File: config.mk
export PLATFORM = sky130hd
export DESIGN_NAME = expiry_watchdog
export DESIGN_NICKNAME = d
export VERILOG_FILES = /design/src/rtl/wdg_pkg.sv /design/src/rtl/wdg_bus_decode.sv /design/src/rtl/wdg_tick_timer.sv /design/src/rtl/wdg_expiry_ctrl.sv /design/src/rtl/expiry_watchdog.sv
export SDC_FILE = /design/constraint.sdc
export NUM_CORES = 1
export LEC_CHECK = 0
export CORE_MARGIN = 8
export CORE_UTILIZATION = 45
export DETAILED_ROUTE_END_ITERATION = 6
export GPL_TIMING_DRIVEN = 0
export PLACE_DENSITY = 0.7
export SETUP_SLACK_MARGIN = 0.15
export SYNTH_ARGS = -nofsm -noshare
export SYNTH_HDL_FRONTEND = slang
export SYNTH_SLANG_ARGS = --single-unit
File: constraint.sdc
create_clock -name clk -period 9.95 [get_ports clk]
set_input_delay 2.985 -clock clk [delete_from_list [all_inputs] [get_ports clk]]
set_output_delay 2.985 -clock clk [all_outputs]
set_load 0.01 [all_outputs]
File: src/rtl/wdg_pkg.sv
// Package wdg_pkg: register offsets, bit positions and shared types of the
// expiry-counting watchdog. Assumes a 32-bit data bus.
package wdg_pkg;
    localparam int BUS_W       = 32;
    // Offsets inside each 16-byte register space
    localparam int OFS_RELOAD  = 'h0;
    localparam int OFS_STATUS  = 'h4;
    localparam int OFS_CFG     = 'h0;
    localparam int OFS_CMD     = 'h8;
    localparam int OFS_KEY     = 'hC;
    // Bit positions
    localparam int RL_EN_BIT   = 31;
    localparam int RL_PER_BIT  = 30;
    localparam int ST_PEND_BIT = 30;
    localparam int CFG_IRQ_BIT = 12;
    localparam int CFG_SYS_BIT = 14;
    localparam int CFG_AUX_BIT = 15;
    localparam int CMD_RUN_BIT = 0;
    localparam int CMD_HLT_BIT = 1;
    localparam int SRC_W       = 4;
    localparam int KEY_W       = 16;

    typedef struct packed {
        logic             aux_en;
        logic             sys_en;
        logic             irq_en;
        logic [SRC_W-1:0] src;
    } wdg_cfg_t;

    typedef struct packed {
        logic reload;
        logic status;
        logic cfg;
        logic cmd;
        logic key;
    } wr_strobe_t;
endpackage

File: src/rtl/wdg_bus_decode.sv
// Module wdg_bus_decode: turns the register bus into per-register write
// strobes and builds the combinational read data.
// Assumes ADDR_W >= 5: the timer space sits at 0, the watchdog space at
// 1 << (ADDR_W-1), and each space holds at most four word registers.
module wdg_bus_decode
    import wdg_pkg::*;
#(
    parameter int ADDR_W = 5
) (
    input  logic [ADDR_W-1:0] bus_addr,
    input  logic              bus_we,
    input  logic              bus_re,
    input  logic [BUS_W-1:0]  reload_q,
    input  logic              pending,
    input  wdg_cfg_t          cfg_q,
    output wr_strobe_t        wr,
    output logic [BUS_W-1:0]  bus_rdata
);
    localparam logic [ADDR_W-1:0] WDG_BASE = ADDR_W'(1) << (ADDR_W - 1);
    localparam logic [ADDR_W-1:0] A_RELOAD = ADDR_W'(OFS_RELOAD);
    localparam logic [ADDR_W-1:0] A_STATUS = ADDR_W'(OFS_STATUS);
    localparam logic [ADDR_W-1:0] A_CFG    = WDG_BASE | ADDR_W'(OFS_CFG);
    localparam logic [ADDR_W-1:0] A_CMD    = WDG_BASE | ADDR_W'(OFS_CMD);
    localparam logic [ADDR_W-1:0] A_KEY    = WDG_BASE | ADDR_W'(OFS_KEY);

    logic hit_reload, hit_status, hit_cfg, hit_cmd, hit_key;
    logic [BUS_W-1:0] status_word, cfg_word;

    // Address match per register
    always_comb begin
        hit_reload = (bus_addr == A_RELOAD);
        hit_status = (bus_addr == A_STATUS);
        hit_cfg    = (bus_addr == A_CFG);
        hit_cmd    = (bus_addr == A_CMD);
        hit_key    = (bus_addr == A_KEY);
    end

    // Write strobes
    always_comb begin
        wr.reload = bus_we && hit_reload;
        wr.status = bus_we && hit_status;
        wr.cfg    = bus_we && hit_cfg;
        wr.cmd    = bus_we && hit_cmd;
        wr.key    = bus_we && hit_key;
    end

    // Readable register images
    always_comb begin
        status_word              = '0;
        status_word[ST_PEND_BIT] = pending;
        cfg_word                 = '0;
        cfg_word[CFG_AUX_BIT]    = cfg_q.aux_en;
        cfg_word[CFG_SYS_BIT]    = cfg_q.sys_en;
        cfg_word[CFG_IRQ_BIT]    = cfg_q.irq_en;
        cfg_word[SRC_W-1:0]      = cfg_q.src;
    end

    // Read multiplexer, zero when not reading or unmapped
    always_comb begin
        bus_rdata = '0;
        if (bus_re) begin
            if (hit_reload)      bus_rdata = reload_q;
            else if (hit_status) bus_rdata = status_word;
            else if (hit_cfg)    bus_rdata = cfg_word;
        end
    end
endmodule

File: src/rtl/wdg_tick_timer.sv
// Module wdg_tick_timer: countdown timer with reload register, one-shot or
// periodic mode, and a sticky pending flag. It counts one per clock.
// Assumes PERIOD_W <= 30, so the period field stays clear of the mode bits.
module wdg_tick_timer
    import wdg_pkg::*;
#(
    parameter int PERIOD_W = 30
) (
    input  logic             clk,
    input  logic             rst_n,
    input  logic             wr_reload,
    input  logic [BUS_W-1:0] wdata,
    input  logic             clr_pend,
    output logic [BUS_W-1:0] reload_q,
    output logic             expire,
    output logic             pending
);
    logic [PERIOD_W-1:0] cnt_q;
    logic [PERIOD_W-1:0] period;
    logic [PERIOD_W-1:0] new_period;
    logic                active_q;

    assign period     = reload_q[PERIOD_W-1:0];
    assign new_period = wdata[PERIOD_W-1:0];
    assign expire     = active_q && (cnt_q == PERIOD_W'(1));

    // Reload register storage
    always_ff @(posedge clk) begin
        if (!rst_n)         reload_q <= '0;
        else if (wr_reload) reload_q <= wdata;
    end

    // Countdown and run state
    always_ff @(posedge clk) begin
        if (!rst_n) begin
            active_q <= 1'b0;
            cnt_q    <= '0;
        end else if (wr_reload) begin
            active_q <= wdata[RL_EN_BIT] && (new_period != '0);
            cnt_q    <= new_period;
        end else if (expire) begin
            cnt_q <= period;
            if (!reload_q[RL_PER_BIT]) active_q <= 1'b0;
        end else if (active_q) begin
            cnt_q <= cnt_q - 1'b1;
        end
    end

    // Pending flag: an expiry wins over a clear
    always_ff @(posedge clk) begin
        if (!rst_n)        pending <= 1'b0;
        else if (expire)   pending <= 1'b1;
        else if (clr_pend) pending <= 1'b0;
    end
endmodule

File: src/rtl/wdg_expiry_ctrl.sv
// Module wdg_expiry_ctrl: watchdog configuration, run state, expiry counter,
// key-guarded stop and the gated one-cycle reset pulses.
// Assumes at most one register write per cycle and that expire is a
// one-cycle strobe.
module wdg_expiry_ctrl
    import wdg_pkg::*;
#(
    parameter int               LIMIT = 4,
    parameter logic [KEY_W-1:0] KEY   = 16'hC45A,
    localparam int              EXP_W = (LIMIT > 1) ? $clog2(LIMIT) : 1
) (
    input  logic             clk,
    input  logic             rst_n,
    input  logic             wr_cfg,
    input  wdg_cfg_t         cfg_in,
    input  logic             wr_cmd,
    input  logic [1:0]       cmd_bits,
    input  logic             wr_key,
    input  logic [KEY_W-1:0] key_in,
    input  logic             expire,
    output wdg_cfg_t         cfg_q,
    output logic             running,
    output logic [EXP_W-1:0] exp_cnt,
    output logic             unlocked,
    output logic             sys_rst_pulse,
    output logic             aux_rst_pulse
);
    logic start_cmd, stop_cmd, counted, fire, src_ok;

    // Command decode and expiry qualification
    always_comb begin
        src_ok    = (cfg_q.src == '0);
        start_cmd = wr_cmd && cmd_bits[CMD_RUN_BIT];
        stop_cmd  = wr_cmd && cmd_bits[CMD_HLT_BIT] && !cmd_bits[CMD_RUN_BIT] && unlocked;
        counted   = running && expire && src_ok && !start_cmd && !stop_cmd;
        fire      = counted && (exp_cnt == EXP_W'(LIMIT - 1));
    end

    // Configuration register
    always_ff @(posedge clk) begin
        if (!rst_n)      cfg_q <= '0;
        else if (wr_cfg) cfg_q <= cfg_in;
    end

    // Run state: start beats stop, the final expiry halts
    always_ff @(posedge clk) begin
        if (!rst_n)         running <= 1'b0;
        else if (start_cmd) running <= 1'b1;
        else if (stop_cmd)  running <= 1'b0;
        else if (fire)      running <= 1'b0;
    end

    // Expiry counter
    always_ff @(posedge clk) begin
        if (!rst_n)         exp_cnt <= '0;
        else if (start_cmd) exp_cnt <= '0;
        else if (fire)      exp_cnt <= '0;
        else if (counted)   exp_cnt <= exp_cnt + 1'b1;
    end

    // Unlock state: set by the right key, used up by an accepted stop
    always_ff @(posedge clk) begin
        if (!rst_n)        unlocked <= 1'b0;
        else if (stop_cmd) unlocked <= 1'b0;
        else if (wr_key)   unlocked <= (key_in == KEY);
    end

    // Registered reset pulses, each behind its own enable
    always_ff @(posedge clk) begin
        if (!rst_n) begin
            sys_rst_pulse <= 1'b0;
            aux_rst_pulse <= 1'b0;
        end else begin
            sys_rst_pulse <= fire && cfg_q.sys_en;
            aux_rst_pulse <= fire && cfg_q.aux_en;
        end
    end
endmodule

File: src/rtl/expiry_watchdog.sv
// Module expiry_watchdog: top level. Connects the bus decoder, the countdown
// timer and the watchdog controller. Assumes a single clock domain and a
// synchronous active-low reset.
module expiry_watchdog
    import wdg_pkg::*;
#(
    parameter int               ADDR_W       = 5,
    parameter int               PERIOD_W     = 30,
    parameter int               EXPIRY_LIMIT = 4,
    parameter logic [KEY_W-1:0] UNLOCK_KEY   = 16'hC45A
) (
    input  logic              clk,
    input  logic              rst_n,
    input  logic [ADDR_W-1:0] bus_addr,
    input  logic [BUS_W-1:0]  bus_wdata,
    input  logic              bus_we,
    input  logic              bus_re,
    output logic [BUS_W-1:0]  bus_rdata,
    output logic              irq_out,
    output logic              sys_rst_pulse,
    output logic              aux_rst_pulse
);
    localparam int EXP_W = (EXPIRY_LIMIT > 1) ? $clog2(EXPIRY_LIMIT) : 1;

    wr_strobe_t       wr;
    logic [BUS_W-1:0] reload_q;
    logic             expire;
    logic             pending;
    wdg_cfg_t         cfg_in;
    wdg_cfg_t         cfg_q;
    logic             running;
    logic             unlocked;
    logic [EXP_W-1:0] exp_cnt;

    // Configuration fields taken from the write data
    always_comb begin
        cfg_in.aux_en = bus_wdata[CFG_AUX_BIT];
        cfg_in.sys_en = bus_wdata[CFG_SYS_BIT];
        cfg_in.irq_en = bus_wdata[CFG_IRQ_BIT];
        cfg_in.src    = bus_wdata[SRC_W-1:0];
    end

    // Interrupt follows pending while enabled
    assign irq_out = pending && cfg_q.irq_en;

    wdg_bus_decode #(.ADDR_W(ADDR_W)) dec_i (
        .bus_addr (bus_addr),
        .bus_we   (bus_we),
        .bus_re   (bus_re),
        .reload_q (reload_q),
        .pending  (pending),
        .cfg_q    (cfg_q),
        .wr       (wr),
        .bus_rdata(bus_rdata)
    );

    wdg_tick_timer #(.PERIOD_W(PERIOD_W)) tmr_i (
        .clk      (clk),
        .rst_n    (rst_n),
        .wr_reload(wr.reload),
        .wdata    (bus_wdata),
        .clr_pend (wr.status && bus_wdata[ST_PEND_BIT]),
        .reload_q (reload_q),
        .expire   (expire),
        .pending  (pending)
    );

    wdg_expiry_ctrl #(.LIMIT(EXPIRY_LIMIT), .KEY(UNLOCK_KEY)) ctl_i (
        .clk          (clk),
        .rst_n        (rst_n),
        .wr_cfg       (wr.cfg),
        .cfg_in       (cfg_in),
        .wr_cmd       (wr.cmd),
        .cmd_bits     (bus_wdata[1:0]),
        .wr_key       (wr.key),
        .key_in       (bus_wdata[KEY_W-1:0]),
        .expire       (expire),
        .cfg_q        (cfg_q),
        .running      (running),
        .exp_cnt      (exp_cnt),
        .unlocked     (unlocked),
        .sys_rst_pulse(sys_rst_pulse),
        .aux_rst_pulse(aux_rst_pulse)
    );
endmodule

# Yosys cells after proc, flatten, opt, wreduce, memory -nomap -nowiden
# Index checks and enable logic that the tools add are counted.
[totals]
out_inout_bits = 35
wordCells = 72
input_bits = 41
regBits = 77
[classes]
reduce_logical = 33
addsub = 2
n_bitwise = 1
eq_ne = 8
n_mux = 15
[op_table]
columns = ["op", "count"]
rows = [
  ["32-bit 2-to-1 mux", 3],
  ["30-bit 2-to-1 mux", 3],
  ["30-bit by 1-bit equality test with 1-bit output, second input constant", 1],
  ["30-bit nonzero test", 1],
  ["30-bit by 1-bit subtractor with 30-bit output, second input constant", 1],
  ["1-bit logical AND", 20],
  ["16-bit equality test, second input constant", 1],
  ["16-bit 2-to-1 mux", 1],
  ["5-bit equality test, second input constant", 3],
  ["1-bit 2-to-1 mux", 8],
  ["3-bit nonzero test", 2],
  ["5-bit by 3-bit equality test with 1-bit output, second input constant", 1],
  ["5-bit logical NOT", 1],
  ["4-bit logical NOT", 1],
  ["2-bit nonzero test", 2],
  ["1-bit logical NOT", 3],
  ["3-bit OR reduction", 1],
  ["2-bit by 1-bit adder with 2-bit output, second input constant", 1],
  ["2-bit equality test, second input constant", 1],
  ["2-bit by 1-bit inequality test with 1-bit output, second input constant", 1],
  ["2-bit AND reduction", 1],
  ["2-bit OR reduction", 1],
  ["1-bit inverter", 1],
]

# Logic depth before layout (Yosys ltp)
# Gate-level depths: netlist (run 1).
[logic_depth]
word_depth = 11
mapped_depth = 10
ltp_nobuf = 8

# Modules after synthesis
# From an unflattened synthesis (run 1), not the netlist that was laid out.
[hier_totals]
cells_unflattened = 586
area_unflattened_um2 = 4814.6
[modules_own_cells]
columns = ["module", "area_each_um2", "instances", "cells_each", "seq_area_each_um2"]
rows = [
  ["wdg_tick_timer", 3649.8, 1, 441, 1281.2],
  ["wdg_expiry_ctrl", 585.6, 1, 59, 260.2],
  ["wdg_bus_decode", 566.8, 1, 84, 0.0],
  ["expiry_watchdog", 12.5, 1, 2, 0.0],
]

# Worst setup path after synthesis (run 1)
# No wires, ideal clock.
[synth_timing]
path_kind = "in2out"
startpoint = "input port bus_addr[1]"
endpoint = "output port bus_rdata[10]"
path_stages = 7
arrival_time_ps = 4313
slack_ps = 2652
n_path_buf = 2
t_required_ps = 6965
path_cell_list = "nor2_1 nand2_1 or3_1 clkbuf_1 nor2_1 clkbuf_1 and2_1"
[synth_via]
elab_chain_len = 4
elab_cells_between_ends = 5
cone_classes = "eq/ne: 1; mux: 3; reduce/logical: 1"
[synth_lines]
columns = ["element", "line", "text"]
rows = [
  ["start: declaration", "expiry_watchdog.sv:14", "input logic [ADDR_W-1:0] bus_addr,"],
  ["5-bit by 3-bit equality test with 1-bit output", "wdg_bus_decode.sv:32", "hit_status = (bus_addr == A_STATUS);"],
  ["32-bit 2-to-1 mux", "wdg_bus_decode.sv:63", "else if (hit_status) bus_rdata = status_word;"],
  ["32-bit 2-to-1 mux *", "wdg_bus_decode.sv:62", "if (hit_reload) bus_rdata = reload_q;"],
  ["32-bit 2-to-1 mux *", "wdg_bus_decode.sv:61", "if (bus_re) begin"],
  ["end: declaration", "expiry_watchdog.sv:18", "output logic [BUS_W-1:0] bus_rdata,"],
]
# Mark *: on every way between the ends. The rest lies on a longest branch, timed or not.

# Final worst setup path (run 1)
[layout_timing]
startpoint = "input port bus_addr[1]"
endpoint = "output port bus_rdata[18]"
[layout_via]
elab_chain_len = 3
[layout_lines]
columns = ["element", "line", "text"]
rows = [
  ["5-bit logical NOT", "wdg_bus_decode.sv:31", "hit_reload = (bus_addr == A_RELOAD);"],
  ["32-bit 2-to-1 mux", "wdg_bus_decode.sv:62", ""],
  ["32-bit 2-to-1 mux", "wdg_bus_decode.sv:61", ""],
]
# No other way between the ends.

==> out/results.ini, run 1 <==
[floorplanning]
fp.coreArea_um2 = 9549
fp-row-count = 36
die_y_um = 114.1
floorplan.initialDensity = 0.4537
io_pins = 76
dieArea_um2 = 13020
fp.dieW_um = 114.1

[sta]
finalCritPeriodShare = 0.9098
slew_headroom = 0.3154
skew_ps = 9.402
tightest_slew_ps = 1018
max_freq_ghz = 0.1105
tns_ps = 0
fin_crit_ps = 9052
whs_ps = 459.3
worst_slack_ps = 897.9
setup_viol = 0
drv_slew = 0
rsz0062_at_grt = false
hold_viol = 0

[yosys]
synthSimpleGateAreaFrac = 0.3200
synth-edff-count = 0
synth_cells = 581
synthAdderAreaFrac = 0.008663
synthesis.area_um2 = 4333
async_reset_ff_frac = 0
ys_dominant_reg_cell = dfxtp_1
avgSynthCellArea_um2 = 7.458
synth-compound-area-share = 0.2131
synth_seq_cells = 77
yosysWarnings = 0
ys_seq_area_frac = 0.3558
synth_top_family_by_area = simple AND/OR/NAND/NOR gates
synth.mux.area_fraction = 0.04389
synth_cell_types = 59
synthesis.nets = 625
synthXorXnorAreaFrac = 0.01617

[power]
irDropWorstVdd_mv = 0.05886
total_power_uw = 699.8
powerDensity_nw_per_um2 = 128.5
leakage_nw = 1.960

[place]
io_buffers = 74
gp_congestion = 0.9923
numPlacedInstances = 788
post-dp-hpwl_um = 12420
dp_slack_ps = 965.1
dpl-instance-area_um2 = 5240

[clock_network]
postCtsSetupRepairBufs = 0
clock_latency_ps = 360
ctsResizeCount = 0
cts_buffers = 9
cts_buffer_depth = 2
cts_htree_levels = 3
clk_pin_slew_ps = 80
cts_tree = done
postCtsHoldBufs = 0
cts.sinks = 77
cts-root-buf = clkbuf_8

[detailed_routing]
viasPerCell = 6.000
drt_wl_total_um = 17050
first_iter_violations = 437
wire_per_inst_um = 21.20
first_pass_iters = 5
via_count = 4824
route.detailed.drc = 0
ant_nets = 0

[cells_and_area]
mostFrequentLayoutCell = nand2_1
syn_to_final_growth_pct = 25.70
instances_no_fill = 804
utilization = 0.5704
fin_area_um2 = 5446
fin_nets = 710
drive_gt1_frac = 0.04173
final_cell_mix = 105 x nand2_1, 77 x dfxtp_1, 74 x clkdlybuf4s50_1, 57 x a21oi_1, 50 x nor2_1
diodes = 0

[grt]
antenna_found_initial = 0
grt_pass1_wl_um = 25920
grt_pass1_vias = 4783
grt-ovfl-total = 0
grt_usage = 0.2629
grt_max_degree = 13

[worst_hold_path]
hold_class = reg2reg

[worst_setup_path]
worstSetupStartpointType = primary input
cp_data_required_time_ps = 6970
worst_ep_arrival_time_ps = 6070
cp-end-kind = output pin
critPathMaxFanout = 10
path_class = in2out

[flow_run]
cap_violations = 0

[status]
outcome = completed

==> Yosys cell counts, drive strengths merged (9+ instances only) <==
master,number,share of area
clkbuf,32,0.028
o21ai,32,0.037
mux2i,19,0.044
nor2,50,0.043
or3,12,0.017
dfxtp,77,0.36
nand2,105,0.091
a21oi,57,0.066
and2,25,0.036
nor4,19,0.029
a31oi,10,0.014
nand4,9,0.013
o211ai,15,0.026
nor3,22,0.027
==> critical path: stages <==
cell             delay [ps]
clkdlybuf4s50_1         410
nor2_1                  260
nand2_1                 110
or3_1                   300
clkbuf_1                210
nor2_1                  610
clkbuf_1                430
and2_1                  200
clkdlybuf4s50_1         540
==> cells by family (layout without fill, tap and decap cells) <==
group | after synthesis | after routing
flip-flops | 77 | 77
buffers and inverters | 46 | 136
multiplexers | 19 | 19
adder cells (fa/ha/maj) | 3 | 3
AO/OA/AOI/OAI | 147 | 147
AND/OR/NAND/NOR | 281 | 281
XOR/XNOR | 8 | 8
==> sequential cells by signal (all words and copies together) (netlist names) <==
register	count
ctl_i.unlocked	1
tmr_i.active_q	1
tmr_i.pending	1
tmr_i.cnt_q	30
ctl_i.exp_cnt	2
ctl_i.aux_rst_pulse	1
ctl_i.sys_rst_pulse	1
ctl_i.cfg_q	7
tmr_i.reload_q	32
ctl_i.running	1
==> worst paths after layout <==
kind,startpoint,to,slack (ps),cells past startpoint
hold / removal,tmr_i.reload_q[31],tmr_i.reload_q[31],460,2
setup reg to reg,tmr_i.cnt_q[5],tmr_i.cnt_q[10],6830,7
hold reg to reg,tmr_i.reload_q[31],tmr_i.reload_q[31],460,2
setup / recovery,bus_addr[1],bus_rdata[18],900,9
==> final cells by class <==
class / instances / area [um2]
clock inverters: 5 / 75.07
well taps: 133 / 166.4
plain buffers: 37 / 150.1
multi-input cells: 458 / 2608
flip-flops and latches: 77 / 1541
clock buffers: 11 / 131.4
repair buffers: 74 / 740.7
fillers: 945 / 4103
inverters: 9 / 33.78
==> metal layers <==
layer	wire, um	vias up	global-route usage
li1	-	2270	-
met4	639	0	0.1393
met3	1337	46	0.05116
met5	0	-	0
met1	7231	2261	0.3242
met2	7838	247	0.4247
==> report_power, final <==
group / switching (mW) / leakage (nW) / internal (mW)
sequential: 0.00484 / 0.621 / 0.312
clock: 0.124 / 0.107 / 0.140
combinational: 0.0707 / 1.23 / 0.0479
total: 0.199 / 1.96 / 0.500
(Power assumes the default switching activity.)
==> inputs of run 2 (changes only) <==
- MAX_ROUTING_LAYER: unset -> met4
==> out/results.ini, run 2 (same netlist as run 1, synthesis figures left out) <==
[status]
outcome = completed  ; unchanged

[cells_and_area]
top_regs = tmr_i.reload_q: 32 flops, tmr_i.cnt_q: 30 flops, ctl_i.cfg_q: 7 flops  ; unchanged
final_cell_mix = 105 x nand2_1, 77 x dfxtp_1, 74 x clkdlybuf4s50_1, 57 x a21oi_1, 50 x nor2_1  ; unchanged
largest_reg_flops = 32  ; unchanged
fin_nets = 710  ; unchanged
diodes = 0  ; unchanged
fill_cells = 935  ; was 945
utilization = 0.5641  ; was 0.5704
mostFrequentLayoutCell = nand2_1  ; unchanged
syn_to_final_growth_pct = 24.31  ; was 25.70%
top_register = tmr_i.reload_q  ; unchanged
drive_gt1_frac = 0.03886  ; was 0.04173

[sta]
slew_headroom = 0.2848  ; was 0.3154
skew_ps = 11.03  ; was 9.402 ps
max_freq_ghz = 0.1118  ; was 0.1105 GHz
hold_viol = 0  ; unchanged
setup_viol = 0  ; unchanged
drv_slew = 0  ; unchanged
tightest_slew_ps = 1071  ; was 1018 ps
rsz0062_at_grt = false  ; unchanged
fin_crit_ps = 8945  ; was 9052 ps
tns_ps = 0  ; unchanged
worst_slack_ps = 1005  ; was 897.9 ps
finalCritPeriodShare = 0.8990  ; was 0.9098

[clock_network]
postCtsHoldBufs = 0  ; unchanged
cts_htree_levels = 3  ; unchanged
clk_pin_slew_ps = 80  ; about the same
clock_latency_ps = 370  ; was 360 ps
cts-root-buf = clkbuf_8  ; unchanged
cts.sinks = 77  ; unchanged
cts_buffer_depth = 2  ; unchanged
postCtsSetupRepairBufs = 0  ; unchanged
ctsResizeCount = 0  ; unchanged
cts_tree = done  ; unchanged
cts_buffers = 9  ; unchanged

[worst_hold_path]
whs_endpoint = tmr_i.reload_q[31]  ; unchanged
min_from = tmr_i.reload_q[31]  ; unchanged
hold_depth = 2  ; unchanged
hold_class = reg2reg  ; unchanged

[place]
io_buffers = 74  ; unchanged
gp_congestion = 0.9783  ; was 0.9923
post-dp-hpwl_um = 12630  ; was 12,420 um
dp_slack_ps = 1023  ; was 965.1 ps

[grt]
grt_pass1_wl_um = 26540  ; was 25,920 um
grt_max_degree = 12  ; was 13
grt_usage = 0.2759  ; was 0.2629
antenna_found_initial = 0  ; unchanged
grt_pass1_vias = 4732  ; was 4,783
grt-ovfl-total = 0  ; unchanged

[detailed_routing]
viasPerCell = 5.986  ; was 6.000
wire_per_inst_um = 21.60  ; was 21.20 um
first_iter_violations = 404  ; was 437
drt_wl_total_um = 17330  ; was 17,050 um
via_count = 4801  ; was 4,824
ant_nets = 0  ; unchanged
route.detailed.drc = 0  ; unchanged
first_pass_iters = 5  ; unchanged

[worst_setup_path]
r2r-end = tmr_i.cnt_q[10]  ; unchanged
cp_data_required_time_ps = 6970  ; about the same
reg2reg_depth = 7  ; unchanged
r2r_slack_ps = 6780  ; was 6830 ps
cp-end-kind = output pin  ; unchanged
critPathMaxFanout = 10  ; unchanged
worstReg2RegStart = tmr_i.cnt_q[20]  ; was tmr_i.cnt_q[5]
path_class = in2out  ; unchanged
worstSetupStartpointType = primary input  ; unchanged
worst_ep_arrival_time_ps = 5960  ; was 6070 ps

[power]
powerDensity_nw_per_um2 = 119.0  ; was 128.5 nW/um2
switching_power_uw = 194.3  ; was 199.3 uW
clkPwrFrac = 0.319  ; was 0.378
leakage_nw = 1.932  ; was 1.960 nW
irDropWorstVdd_mv = 0.06433  ; was 0.05886 mV
p_sw_frac = 0.3030  ; was 0.2849
comb_power_share = 0.187  ; was 0.169
p_seq_frac = 0.494  ; was 0.453
p_int_uw = 446.9  ; was 500.4 uW

[floorplanning]
floorplan.initialDensity = 0.4537  ; unchanged
fp.dieW_um = 114.1  ; unchanged
dieArea_um2 = 13020  ; unchanged
fp-row-count = 36  ; unchanged
die_y_um = 114.1  ; unchanged
fp.coreArea_um2 = 9549  ; unchanged
io_pins = 76  ; unchanged

[flow_run]
cap_violations = 0  ; unchanged

## run 2: changes by cell type in the layout (fill, tap and decap cells not counted), sizes merged
cell,previous run,this run
bufinv,2,0
## run 2: worst max-delay path by stage
stage / startpoint / cells after the start / to / slack (ps)
2_1_floorplan: bus_addr[1] / 7 / bus_rdata[10] / 2650
3_3_place_gp: bus_addr[1] / 9 / bus_rdata[16] / 1030
3_5_place_dp: bus_addr[1] / 9 / bus_rdata[11] / 1020
4_1_cts: bus_addr[1] / 9 / bus_rdata[17] / 1010
5_1_grt: bus_addr[1] / 9 / bus_rdata[18] / 730
6_report: bus_addr[1] / 9 / bus_rdata[17] / 1000
## run 2: per-stage QoR
step | std cells | area, um2 | hold slack, ps | power (mW)
2_1_floorplan | 581 | 4333 | 431.7 | 0.3923
4_1_cts | 802 | 5386 | 457.9 | 0.6377
3_5_place_dp | 788 | 5240 | 447.3 | 0.4395
6_report | 802 | 5386 | 460.1 | 0.6411
5_1_grt | 802 | 5386 | 486.7 | 0.6644
3_3_place_gp | 788 | 5240 | 441.6 | 0.4388
## run 2: power by group through the flow
stage,Combinational (mW),Clock (mW),Sequential [mW]
after global routing,0.129,0.218,0.318
after global placement,0.115,0,0.324
final,0.120,0.205,0.317
after CTS,0.116,0.205,0.317
after detailed placement,0.115,0,0.324
after floorplan,0.0697,0,0.323
## run 2: worst max-delay path: stages
cell and delay (ps):
clkdlybuf4s50_1 420, nor2_1 270, nand2_1 110, or3_1 310
clkbuf_1 220, nor2_1 540, clkbuf_1 390, and2_1 190
clkdlybuf4s50_1 530
## run 2: final cells by class
cell class | count | area [um2] | area share
Timing Repair Buffer | 74 | 740.7 | 0.1375
Sequential cell | 77 | 1541 | 0.2862
Clock buffer | 11 | 131.4 | 0.02439
Clock inverter | 3 | 15.01 | 0.002787
Multi-Input combinational cell | 458 | 2608 | 0.4841
Tap cell | 133 | 166.4 | 0.03089
Buffer | 37 | 150.1 | 0.02787
Inverter | 9 | 33.78 | 0.006272
## run 2: per-layer routing
layer | GRT usage | share of wire | vias to the layer above
met5 | - | 0 | -
met2 | 0.4298 | 0.46 | 225
met1 | 0.3430 | 0.43 | 2266
met3 | 0.03692 | 0.069 | 43
li1 | - | - | 2267
met4 | 0.1429 | 0.036 | 0
==> inputs of run 3 (changes only) <==
- CTS_BUF_LIST: unset -> sky130_fd_sc_hd__clkbuf_4 sky130_fd_sc_hd__clkbuf_8 sky130_fd_sc_hd__clkbuf_16
==> out/results.ini, run 3 (same netlist as run 1, synthesis figures left out) <==
[clock_network]
clk_pin_slew_ps = 80  ; about the same
cts_htree_levels = 3  ; unchanged
cts-root-buf = clkbuf_8  ; unchanged
postCtsHoldBufs = 0  ; unchanged
cts.sinks = 77  ; unchanged
cts_buffer_depth = 2  ; unchanged
ctsResizeCount = 0  ; unchanged
postCtsSetupRepairBufs = 0  ; unchanged
cts_tree = done  ; unchanged
cts_buffers = 9  ; unchanged
clock_latency_ps = 370  ; about the same

[worst_setup_path]
worstSetupStartpointType = primary input  ; unchanged
r2r_slack_ps = 6780  ; about the same
critPathMaxFanout = 10  ; unchanged
cp_data_required_time_ps = 6970  ; about the same
path_class = in2out  ; unchanged
worst_ep_arrival_time_ps = 5940  ; was 5960 ps
worstReg2RegStart = tmr_i.cnt_q[20]  ; unchanged
cp-end-kind = output pin  ; unchanged
r2r-end = tmr_i.cnt_q[10]  ; unchanged
reg2reg_depth = 7  ; unchanged

[power]
irDropWorstVdd_mv = 0.06466  ; was 0.06433 mV
powerDensity_nw_per_um2 = 120.0  ; was 119.0 nW/um2
leakage_nw = 1.938  ; was 1.932 nW

[place]
numPlacedInstances = 788  ; unchanged
gp_congestion = 0.9783  ; unchanged
post-dp-hpwl_um = 12630  ; unchanged
io_buffers = 74  ; unchanged

[sta]
rsz0062_at_grt = false  ; unchanged
slew_headroom = 0.3188  ; was 0.2848
setup_viol = 0  ; unchanged
fin_crit_ps = 8928  ; was 8945 ps
tns_ps = 0  ; unchanged
max_freq_ghz = 0.1120  ; was 0.1118 GHz
drv_slew = 0  ; unchanged
finalCritPeriodShare = 0.8973  ; was 0.8990
skew_ps = 11.99  ; was 11.03 ps
tightest_slew_ps = 1020  ; was 1071 ps
hold_viol = 0  ; unchanged

[grt]
grt-ovfl-total = 0  ; unchanged
antenna_found_initial = 0  ; unchanged
grt_pass1_wl_um = 26560  ; was 26,540 um
grt_usage = 0.2761  ; was 0.2759
grt_pass1_vias = 4718  ; was 4,732
grt_max_degree = 12  ; unchanged

[worst_hold_path]
hold_depth = 2  ; unchanged
whs_endpoint = tmr_i.reload_q[31]  ; unchanged
hold_class = reg2reg  ; unchanged
min_from = tmr_i.reload_q[31]  ; unchanged

[cells_and_area]
utilization = 0.5649  ; was 0.5641
mostFrequentLayoutCell = nand2_1  ; unchanged
final_cell_mix = 105 x nand2_1, 77 x dfxtp_1, 74 x clkdlybuf4s50_1, 57 x a21oi_1, 50 x nor2_1  ; unchanged
fin_nets = 710  ; unchanged
instances_no_fill = 802  ; unchanged
fill_cells = 930  ; was 935
diodes = 0  ; unchanged
top_register = tmr_i.reload_q  ; unchanged
syn_to_final_growth_pct = 24.49  ; was 24.31%
largest_reg_flops = 32  ; unchanged
drive_gt1_frac = 0.04185  ; was 0.03886
top_regs = tmr_i.reload_q: 32 flops, tmr_i.cnt_q: 30 flops, ctl_i.cfg_q: 7 flops  ; unchanged

[detailed_routing]
drt_wl_total_um = 17360  ; was 17,330 um
first_iter_violations = 413  ; was 404
first_pass_iters = 5  ; unchanged
viasPerCell = 6.032  ; was 5.986
ant_nets = 0  ; unchanged
wire_per_inst_um = 21.65  ; was 21.60 um
via_count = 4838  ; was 4,801
route.detailed.drc = 0  ; unchanged

[floorplanning]
fp-row-count = 36  ; unchanged
floorplan.initialDensity = 0.4537  ; unchanged
die_y_um = 114.1  ; unchanged
dieArea_um2 = 13020  ; unchanged
fp.dieW_um = 114.1  ; unchanged
fp.coreArea_um2 = 9549  ; unchanged
io_pins = 76  ; unchanged

[status]
outcome = completed  ; unchanged

[flow_run]
cap_violations = 0  ; unchanged

-- run 3: cell counts in the layout (fill, tap and decap cells not counted) --
No cell type changed its count.
-- run 3: area by class of cell --
type                            count  area (um2)  area share
Tap cell                          133       166.4     0.03085
Clock inverter                      3       15.01    0.002784
Timing Repair Buffer               74       740.7      0.1373
Inverter                            9       33.78    0.006263
Multi-Input combinational cell    458        2608      0.4834
Clock buffer                       11       138.9     0.02575
Sequential cell                    77        1541      0.2858
Buffer                             37       150.1     0.02784
-- run 3: how the worst max path moves through the flow --
| stage | from | to | slack, ps | depth (start not counted) |
|---|---|---|---|---|
| after floorplan | bus_addr[1] | bus_rdata[10] | 2650 | 7 |
| after CTS | bus_addr[1] | bus_rdata[17] | 1010 | 9 |
| after global routing | bus_addr[1] | bus_rdata[18] | 730 | 9 |
| after detailed placement | bus_addr[1] | bus_rdata[11] | 1020 | 9 |
| final | bus_addr[1] | bus_rdata[8] | 1020 | 9 |
| after global placement | bus_addr[1] | bus_rdata[16] | 1030 | 9 |
-- run 3: report_power, final --
| part | internal (mW) | switching, mW |
|---|---|---|
| combinational | 0.0479 | 0.0722 |
| sequential | 0.312 | 0.00487 |
| clock | 0.0923 | 0.118 |
-- run 3: per-stage QoR --
stage	hold WS (ps)	total power [mW]	setup WS, ps	area (um2)
CTS	457.9	0.6428	1006	5394
global route	486.7	0.6704	729.5	5394
global placement	441.6	0.4388	1034	5240
finish	458.1	0.6472	1022	5394
floorplan	431.7	0.3923	2652	4333
detailed placement	447.3	0.4395	1023	5240
-- run 3: critical path, cell delays in order --
cell	delay, ps
clkdlybuf4s50_1	420
nor2_1	270
nand2_1	110
or3_1	310
clkbuf_1	220
nor2_1	520
clkbuf_1	390
and2_1	190
clkdlybuf4s50_1	540
-- run 3: layer usage --
layer  part of all wire  track usage  vias up
met4              0.034       0.1429        0
met1               0.44       0.3439     2291
li1                   -            -     2268
met2               0.46       0.4294      237
met3              0.066      0.03692       42
met5                  0            -        -
